## src/rtl/srp_pkg.sv

```systemverilog
package srp_pkg;

  typedef enum logic [3:0] {
    S_IDLE, S_WAIT, S_HDR, S_DATA, S_CRC, S_TAIL,
    S_PRIME, S_DRAIN, S_PIDLE, S_PTX, S_ECHO
  } srp_state_t;

  localparam logic [2:0] E_NONE = 3'd0;
  localparam logic [2:0] E_BUSY = 3'd1;
  localparam logic [2:0] E_TMO  = 3'd4;
  localparam logic [2:0] E_CRC  = 3'd5;

  localparam logic [1:0] C_ACK  = 2'd0;
  localparam logic [1:0] C_BUSY = 2'd1;

  // one serial step of the 4-bit check code, MSB first
  function automatic logic [3:0] crc4_step(logic [3:0] c, logic b, logic [3:0] poly);
    logic fb;
    fb = c[3] ^ b;
    return {c[2:0], 1'b0} ^ (fb ? poly : 4'h0);
  endfunction

  function automatic logic [5:0] data_bits(logic [1:0] sz);
    case (sz)
      2'd0:    return 6'd8;
      2'd1:    return 6'd16;
      default: return 6'd32;
    endcase
  endfunction

  function automatic logic [31:0] width_mask(logic [5:0] n);
    if (n >= 6'd32) return '1;
    return (32'h1 << n) - 32'h1;
  endfunction

  function automatic int max_of(int a, int b);
    return (a > b) ? a : b;
  endfunction

endpackage

```

## src/rtl/srp_clk_gen.sv

```systemverilog
module srp_clk_gen (
  input  logic clk,
  input  logic rst_n,
  input  logic run,
  output logic sclk,
  output logic step
);
  logic phase;

  always_ff @(posedge clk or negedge rst_n) begin
    if (!rst_n)    phase <= 1'b0;
    else if (!run) phase <= 1'b0;
    else           phase <= ~phase;
  end

  assign sclk = run ? phase : 1'b1;
  assign step = run & phase;

  // bus clock idles high whenever no operation runs
  p_idle_high_r1: assert property (@(posedge clk) disable iff (!rst_n)
    !run |-> sclk);

  // a pulse never spans two high cycles in a row while running
  p_pulse_shape_r2: assert property (@(posedge clk) disable iff (!rst_n)
    (run && step) |=> (!run || !sclk));
endmodule

```

## src/rtl/srp_rx_shift.sv

```systemverilog
module srp_rx_shift #(
  parameter logic [3:0] POLY = 4'h7
) (
  input  logic        clk,
  input  logic        rst_n,
  input  logic        clr,
  input  logic        shift_en,
  input  logic        crc_en,
  input  logic        bit_in,
  output logic [31:0] shreg_nxt,
  output logic [3:0]  crc_acc
);
  import srp_pkg::*;

  logic [31:0] shreg;

  assign shreg_nxt = {shreg[30:0], bit_in};

  always_ff @(posedge clk or negedge rst_n) begin
    if (!rst_n) begin
      shreg   <= '0;
      crc_acc <= '0;
    end else if (clr) begin
      shreg   <= '0;
      crc_acc <= crc4_step(4'h0, 1'b1, POLY);  // leading start bit
    end else begin
      if (shift_en) shreg <= shreg_nxt;
      if (shift_en && crc_en) crc_acc <= crc4_step(crc_acc, bit_in, POLY);
    end
  end

  // the accumulator stays frozen while check bits are being received
  p_crc_frozen_r7: assert property (@(posedge clk) disable iff (!rst_n)
    (!clr && !(shift_en && crc_en)) |=> $stable(crc_acc));
endmodule

```

## src/rtl/srp_poll_tx.sv

```systemverilog
module srp_poll_tx #(
  parameter int                  POLL_BITS = 9,
  parameter logic [POLL_BITS-1:0] POLL_CODE = 'h2A
) (
  input  logic clk,
  input  logic rst_n,
  input  logic load,
  input  logic adv,
  output logic tx_bit,
  output logic tx_last
);
  localparam int FW = POLL_BITS + 1;
  localparam int IW = $clog2(FW + 1);

  logic [FW-1:0] sr;
  logic [IW-1:0] idx;

  always_ff @(posedge clk or negedge rst_n) begin
    if (!rst_n) begin
      sr  <= '0;
      idx <= '0;
    end else if (load) begin
      sr  <= {1'b1, POLL_CODE};
      idx <= '0;
    end else if (adv) begin
      sr  <= sr << 1;
      idx <= idx + 1'b1;
    end
  end

  assign tx_bit  = sr[FW-1];
  assign tx_last = (idx == IW'(FW - 1));

  // a freshly loaded frame opens with the logical-1 start bit
  p_start_bit_r9: assert property (@(posedge clk) disable iff (!rst_n)
    load |=> tx_bit);

  // the frame never runs past start bit plus poll code
  p_frame_len_r9: assert property (@(posedge clk) disable iff (!rst_n)
    idx <= IW'(FW - 1) || !adv);
endmodule

```

## src/rtl/srp_resp_poller.sv

```systemverilog
module srp_resp_poller #(
  parameter int                   TMO_CLKS   = 1000,
  parameter int                   DRAIN_CLKS = 20,
  parameter int                   PIDLE_CLKS = 100,
  parameter int                   ECHO_CLKS  = 16,
  parameter int                   PRIME_CLKS = 100,
  parameter int                   TAIL_CLKS  = 4,
  parameter int                   MAX_BUSY   = 100,
  parameter int                   POLL_BITS  = 9,
  parameter logic [POLL_BITS-1:0] POLL_CODE  = 'h2A,
  parameter logic [3:0]           CRC_POLY   = 4'h7
) (
  input  logic        clk,
  input  logic        rst_n,
  input  logic        start,
  input  logic        rd_op,
  input  logic [1:0]  rd_size,
  output logic        sclk_o,
  output logic        sdat_o,
  output logic        sdat_oe,
  input  logic        sdat_i,
  output logic        done,
  output logic        err,
  output logic [2:0]  err_code,
  output logic [31:0] rdata
);
  import srp_pkg::*;

  localparam int MAXC  = max_of(max_of(max_of(TMO_CLKS, DRAIN_CLKS), max_of(PIDLE_CLKS, PRIME_CLKS)),
                                max_of(max_of(ECHO_CLKS, TAIL_CLKS), 32));
  localparam int CNT_W = $clog2(MAXC + 1);
  localparam int PW    = $clog2(MAX_BUSY + 1);

  srp_state_t       state;
  logic [CNT_W-1:0] cnt;
  logic [PW-1:0]    polls;
  logic             rd_q;
  logic [5:0]       nbits_q;
  logic [31:0]      data_q;

  // named internal events
  logic        run, step, bit_in;
  logic        start_seen, hdr_last, data_last, crc_last, crc_match;
  logic        tx_bit, tx_last, tx_load, tx_adv;
  logic        rx_shift, rx_crc_en;
  logic [31:0] rx_nxt;
  logic [3:0]  crc_acc;
  logic [1:0]  rsp_code;

  assign run        = (state != S_IDLE);
  assign bit_in     = ~sdat_i;
  assign start_seen = step && (state == S_WAIT) && bit_in;
  assign hdr_last   = (state == S_HDR)  && (cnt == CNT_W'(3));
  assign data_last  = (state == S_DATA) && (cnt == CNT_W'(nbits_q - 6'd1));
  assign crc_last   = (state == S_CRC)  && (cnt == CNT_W'(3));
  assign crc_match  = (rx_nxt[3:0] == crc_acc);
  assign rsp_code   = rx_nxt[1:0];
  assign rx_shift   = step && (state inside {S_HDR, S_DATA, S_CRC});
  assign rx_crc_en  = (state inside {S_HDR, S_DATA});
  assign tx_load    = step && (state == S_PIDLE) && (cnt == CNT_W'(PIDLE_CLKS - 1));
  assign tx_adv     = step && (state == S_PTX);

  srp_clk_gen u_clk (
    .clk(clk), .rst_n(rst_n), .run(run), .sclk(sclk_o), .step(step)
  );

  srp_rx_shift #(.POLY(CRC_POLY)) u_rx (
    .clk(clk), .rst_n(rst_n), .clr(start_seen), .shift_en(rx_shift),
    .crc_en(rx_crc_en), .bit_in(bit_in), .shreg_nxt(rx_nxt), .crc_acc(crc_acc)
  );

  srp_poll_tx #(.POLL_BITS(POLL_BITS), .POLL_CODE(POLL_CODE)) u_tx (
    .clk(clk), .rst_n(rst_n), .load(tx_load), .adv(tx_adv),
    .tx_bit(tx_bit), .tx_last(tx_last)
  );

  // line drive: only while idle or re-polling
  assign sdat_oe = (state inside {S_IDLE, S_PIDLE, S_PTX, S_ECHO});
  assign sdat_o  = ~((state == S_PTX) ? tx_bit : 1'b0);

  always_ff @(posedge clk or negedge rst_n) begin
    if (!rst_n) begin
      state    <= S_IDLE;
      cnt      <= '0;
      polls    <= '0;
      rd_q     <= 1'b0;
      nbits_q  <= 6'd8;
      data_q   <= '0;
      rdata    <= '0;
      err      <= 1'b0;
      err_code <= E_NONE;
      done     <= 1'b0;
    end else begin
      done <= 1'b0;
      if (state == S_IDLE) begin
        if (start) begin
          state    <= S_WAIT;
          cnt      <= '0;
          polls    <= '0;
          rd_q     <= rd_op;
          nbits_q  <= data_bits(rd_size);
          data_q   <= '0;
          rdata    <= '0;
          err      <= 1'b0;
          err_code <= E_NONE;
        end
      end else if (step) begin
        cnt <= cnt + 1'b1;
        case (state)
          S_WAIT: begin
            if (bit_in) begin
              state <= S_HDR;
              cnt   <= '0;
            end else if (cnt == CNT_W'(TMO_CLKS - 1)) begin
              state    <= S_DRAIN;
              cnt      <= '0;
              err      <= 1'b1;
              err_code <= E_TMO;
            end
          end
          S_HDR: if (hdr_last) begin
            cnt <= '0;
            case (rsp_code)
              C_ACK:  state <= rd_q ? S_DATA : S_CRC;
              C_BUSY: begin
                if (polls == PW'(MAX_BUSY)) begin
                  state    <= S_IDLE;
                  done     <= 1'b1;
                  err      <= 1'b1;
                  err_code <= E_BUSY;
                end else begin
                  polls <= polls + 1'b1;
                  state <= S_PIDLE;
                end
              end
              default: begin
                state    <= S_TAIL;
                err      <= 1'b1;
                err_code <= {1'b0, rsp_code};
              end
            endcase
          end
          S_DATA: if (data_last) begin
            cnt    <= '0;
            data_q <= rx_nxt & width_mask(nbits_q);
            state  <= S_CRC;
          end
          S_CRC: if (crc_last) begin
            cnt <= '0;
            if (crc_match) begin
              state <= S_PRIME;
              rdata <= data_q;
            end else begin
              state    <= S_IDLE;
              done     <= 1'b1;
              err      <= 1'b1;
              err_code <= E_CRC;
            end
          end
          S_TAIL:  if (cnt == CNT_W'(TAIL_CLKS - 1))  begin state <= S_IDLE; done <= 1'b1; end
          S_PRIME: if (cnt == CNT_W'(PRIME_CLKS - 1)) begin state <= S_IDLE; done <= 1'b1; end
          S_DRAIN: if (cnt == CNT_W'(DRAIN_CLKS - 1)) begin state <= S_IDLE; done <= 1'b1; end
          S_PIDLE: if (tx_load) begin state <= S_PTX; cnt <= '0; end
          S_PTX:   if (tx_last) begin state <= S_ECHO; cnt <= '0; end
          S_ECHO:  if (cnt == CNT_W'(ECHO_CLKS - 1))  begin state <= S_WAIT; cnt <= '0; end
          default: state <= S_IDLE;
        endcase
      end
    end
  end

  // completion strobe lasts one cycle
  p_done_single_r12: assert property (@(posedge clk) disable iff (!rst_n)
    done |=> !done);

  // error flag and code agree at completion
  p_err_coded_r12: assert property (@(posedge clk) disable iff (!rst_n)
    done |-> (err == (err_code != E_NONE)));

  // results hold while idle and no new operation starts
  p_rdata_hold_r12: assert property (@(posedge clk) disable iff (!rst_n)
    (state == S_IDLE && !start) |=> ($stable(rdata) && $stable(err_code)));

  // poll count never exceeds its bound
  p_poll_bound_r10: assert property (@(posedge clk) disable iff (!rst_n)
    polls <= PW'(MAX_BUSY));

  // the start-bit wait never outlives the timeout window
  p_wait_bound_r3: assert property (@(posedge clk) disable iff (!rst_n)
    (state == S_WAIT) |-> (cnt < CNT_W'(TMO_CLKS)));

  // the line is released while a reply is being received
  p_listen_released_r2: assert property (@(posedge clk) disable iff (!rst_n)
    rx_shift |-> !sdat_oe);
endmodule

```

## config.mk

```make
export PLATFORM = sky130hd
export DESIGN_NAME = srp_resp_poller
export DESIGN_NICKNAME = d
export VERILOG_FILES = /design/src/rtl/srp_pkg.sv /design/src/rtl/srp_clk_gen.sv /design/src/rtl/srp_rx_shift.sv /design/src/rtl/srp_poll_tx.sv /design/src/rtl/srp_resp_poller.sv
export SDC_FILE = /design/constraint.sdc
export NUM_CORES = 1
export LEC_CHECK = 0
export BUFFER_PORTS_ARGS = -buffer_cell sky130_fd_sc_hd__buf_2
export CAP_MARGIN = 5
export CORE_MARGIN = 2
export CORE_UTILIZATION = 50
export CTS_CLUSTER_SIZE = 14
export DETAILED_ROUTE_END_ITERATION = 12
export GPL_ROUTABILITY_DRIVEN = 0
export PLACE_DENSITY = 0.71
export SKIP_CTS_REPAIR_TIMING = 1
export SYNTH_ARGS = -nofsm -noshare
export SYNTH_HDL_FRONTEND = slang
export SYNTH_SLANG_ARGS = --single-unit
```

## constraint.sdc

```tcl
create_clock -name clk -period 2.7 [get_ports clk]
set_clock_uncertainty 0.05 [all_clocks]
set_input_delay 0 -clock clk [delete_from_list [all_inputs] [get_ports clk]]
set_output_delay 0 -clock clk [all_outputs]
set_load 0.005 [all_outputs]
```

==> impl_metrics.ini <==
[status]
outcome = finished clean

[clock_network]
cts.root.buffer_cell = clkbuf_16
worstSkewPairLatency_ns = 0.43
cts.path.max_buffers = 2
cts_tree = done
cts_buffers = 17
ctsHtreeMaxLevel = 4
cts.sinks = 143
path_clk_slew_ns = 0.06

[sta]
hold_slack_ns = 0.0909
setup-tns-final_ns = 0
worst_pin_slew_ns = 0.657
rsz0062_at_grt = false
slew-limit-headroom_pct = 56.0
slew_viol_final = 0
max_freq_mhz = 381
setup_viol = 0
post-route-min-period_ns = 2.62
finalHoldViolations = 0
fin_crit_sh_pct = 97.1

[synthesis]
syn_area_per_cell_um2 = 8.96
synth_top_area_cell = dfrtp_1
synth_warnings = 0
synth_nets = 784
async_flop_share_pct = 100
synth_seq_area_share_pct = 52.1
synthTopCellsByArea = dfrtp_1, nand2_1, nand3_1
synth-seq-cells = 143
synthesis.area_mm2 = 0.00687
ys.flop_type = dfrtp_1
synth_cell_type_count = 61
postSynthCellCount = 766
synth_edf_count = 0
synthDominantCellAreaShare_pct = 51.7

[route]
dr.pass1.iters = 5
totalWireLength_um = 15100
wl_per_cell_um = 15.1
via_count = 5512
drtAntennaViolNets = 0
via_per_inst = 5.49
initialDrtViolationCount = 411
drcViolationCount = 0

[floorplan]
die_h_um = 121
dieArea_mm2 = 0.0147
io_pins = 47
start_util_pct = 51.4
die_w_um = 121
core_mm2 = 0.0133
rows = 42

[grt]
grt_max_degree = 72
grt_overflow = 0
antenna_found_initial = 0
grt_pass1_wl_um = 25900
grtUsageTotal_pct = 22.6
first_global_vias = 5224

[setup_path]
max_stage_delay_ns = 0.54
cp_slowest_cell = dfstp_2
crit_chain = inv_2, ha_1, xor3_1, or4_4, o21bai_4, nand4_4, or3_4, mux2_4
arrival_ns = 2.88
cp-end-kind = flop
critPathMaxFanout = 4
ff2ff_path_depth = 8
crit_required_ns = 2.96
worstSetupStartpointType = flop
crit_type = flop to flop

[layout]
drive_gt1_share_pct = 15.6
antenna_cells = 0
area_growth_pct = 17.1
final_nets = 833
utilization_pct = 60.2

[power_and_ir_drop]
cellPowerDensity_mw_per_mm2 = 1030
sw_frac_of_total_pct = 36.9
total_leakage_power_nw = 3.90
power_frac_comb_pct = 34.0
pwr-share-seq_pct = 36.9
internal_power_mw = 5.21
clockPowerShare_pct = 29.1
ir_drop_mv = 0.677
p_switching_mw = 3.05

[hold_path]
hold_class = primary input to async pin

[placed_design]
hpwl_um = 10400
io_buffers = 46

[job]
drv_cap = 0
==> metrics by stage <==
stage / cells / cell area [um2] / power [mW] / setup WS (ns)
final: 1004 / 8040 / 8.26 / 0.0772
after global routing: 1004 / 8040 / 8.81 / 0.00426
after CTS: 998 / 7980 / 8.30 / 0.00976
after detailed placement: 966 / 7360 / 5.86 / 0.0270
after global placement: 966 / 7360 / 5.74 / 0.0825
after floorplan: 766 / 6870 / 4.98 / 0.0190
==> registers in the layout, summed over array words and instances, names as in the netlist <==
register      count
state             4
data_q           32
u_rx.shreg       31
nbits_q           3
polls             7
u_rx.crc_acc      4
rd_q              1
u_clk.phase       1
err_code          3
rdata            32
u_tx.idx          4
cnt              10
err               1
u_tx.sr           9
done              1
==> power by group through the flow <==
stage / Sequential, mW / Combinational, mW / Clock, mW
final: 3.05 / 2.81 / 2.40
after global routing: 3.12 / 3.14 / 2.55
after CTS: 3.05 / 2.80 / 2.45
after detailed placement: 3.08 / 2.78 / 0
after global placement: 3.06 / 2.68 / 0
after floorplan: 2.92 / 2.06 / 0
==> cells by family (layout without fill, tap and decap cells) <==
logic type	Yosys count	after routing	synth area share, %
simple gates	373	373	25.1
flops	143	143	52.1
compound gates	137	137	12.3
buf+inv	76	138	4.61
xor+xnor	17	17	2.39
fa+ha+maj	11	11	2.00
mux	9	9	1.46
==> cell usage in the layout, fill, tap and decap left out, types with 5 or more instances in the layout <==
| master | instances |
|---|---|
| inv_1 | 20 |
| nand2_1 | 221 |
| a21oi_1 | 51 |
| xnor2_1 | 8 |
| o31ai_1 | 6 |
| xor2_1 | 8 |
| nor2_1 | 33 |
| a22o_1 | 7 |
| and2_1 | 6 |
| buf_4 | 32 |
| mux2i_1 | 7 |
| buf_2 | 45 |
| or3_1 | 6 |
| o211ai_1 | 6 |
| nand3_1 | 55 |
| dfrtp_1 | 142 |
| and3_1 | 9 |
| ha_1 | 11 |
| o21ai_0 | 40 |
| dlygate4sd3_1 | 6 |
| nand4_1 | 5 |
| o221ai_1 | 7 |
| clkbuf_16 | 17 |
==> critical path: cells and delay by family (launching register included) <==
family / cells / cell delay [ns]
AO/OA/AOI/OAI: 1 / 0.15
XOR/XNOR: 1 / 0.18
adder cells (fa/ha/maj): 1 / 0.19
buffers and inverters: 1 / 0.05
flip-flops: 1 / 0.54
multiplexers: 1 / 0.31
AND/OR/NAND/NOR: 3 / 1.03
==> layer usage <==
layer,vias to the layer above,GRT usage (%),routed length (um)
met4,0,9.27,371
met2,173,36.3,7280
li1,2697,-,-
met3,28,5.17,738
met1,2614,29.8,6740
met5,-,0,0
==> cells in the mapped netlist, types with 6 or more instances <==
library cell	number
ha_1	11
dfrtp_1	142
nor2_1	34
and3_1	9
buf_2	18
inv_1	21
and2_1	6
xor2_1	8
o211ai_1	6
o21ai_0	40
mux2i_1	7
clkbuf_1	30
o221ai_1	7
a22o_1	7
nand2_1	221
nand3_1	55
o31ai_1	6
a21oi_1	51
or3_1	6
xnor2_1	8
==> worst paths after layout <==
path	start	endpoint	slack [ns]
worst max-delay path	nbits_q[3]	state[1]	0.08
worst min-delay path	rst_n	rdata[4]	0.09
worst max register to register	nbits_q[3]	state[1]	0.08
worst min register to register	data_q[14]	rdata[14]	0.42
max in group asynchronous	rst_n	nbits_q[3]	1.75
min in group clk	rd_op	rd_q	0.33
==> final cells by class <==
| class | instances | area (um2) |
|---|---|---|
| tap | 176 | 220 |
| timing repair buffer | 85 | 557 |
| sequential | 143 | 3580 |
| fill | 1160 | 5310 |
| inverter | 21 | 78.8 |
| clock inverter | 12 | 159 |
| multi-input combinational | 547 | 2990 |
| clock buffer | 20 | 457 |
No activity file was read; power rests on OpenSTA's default activity.
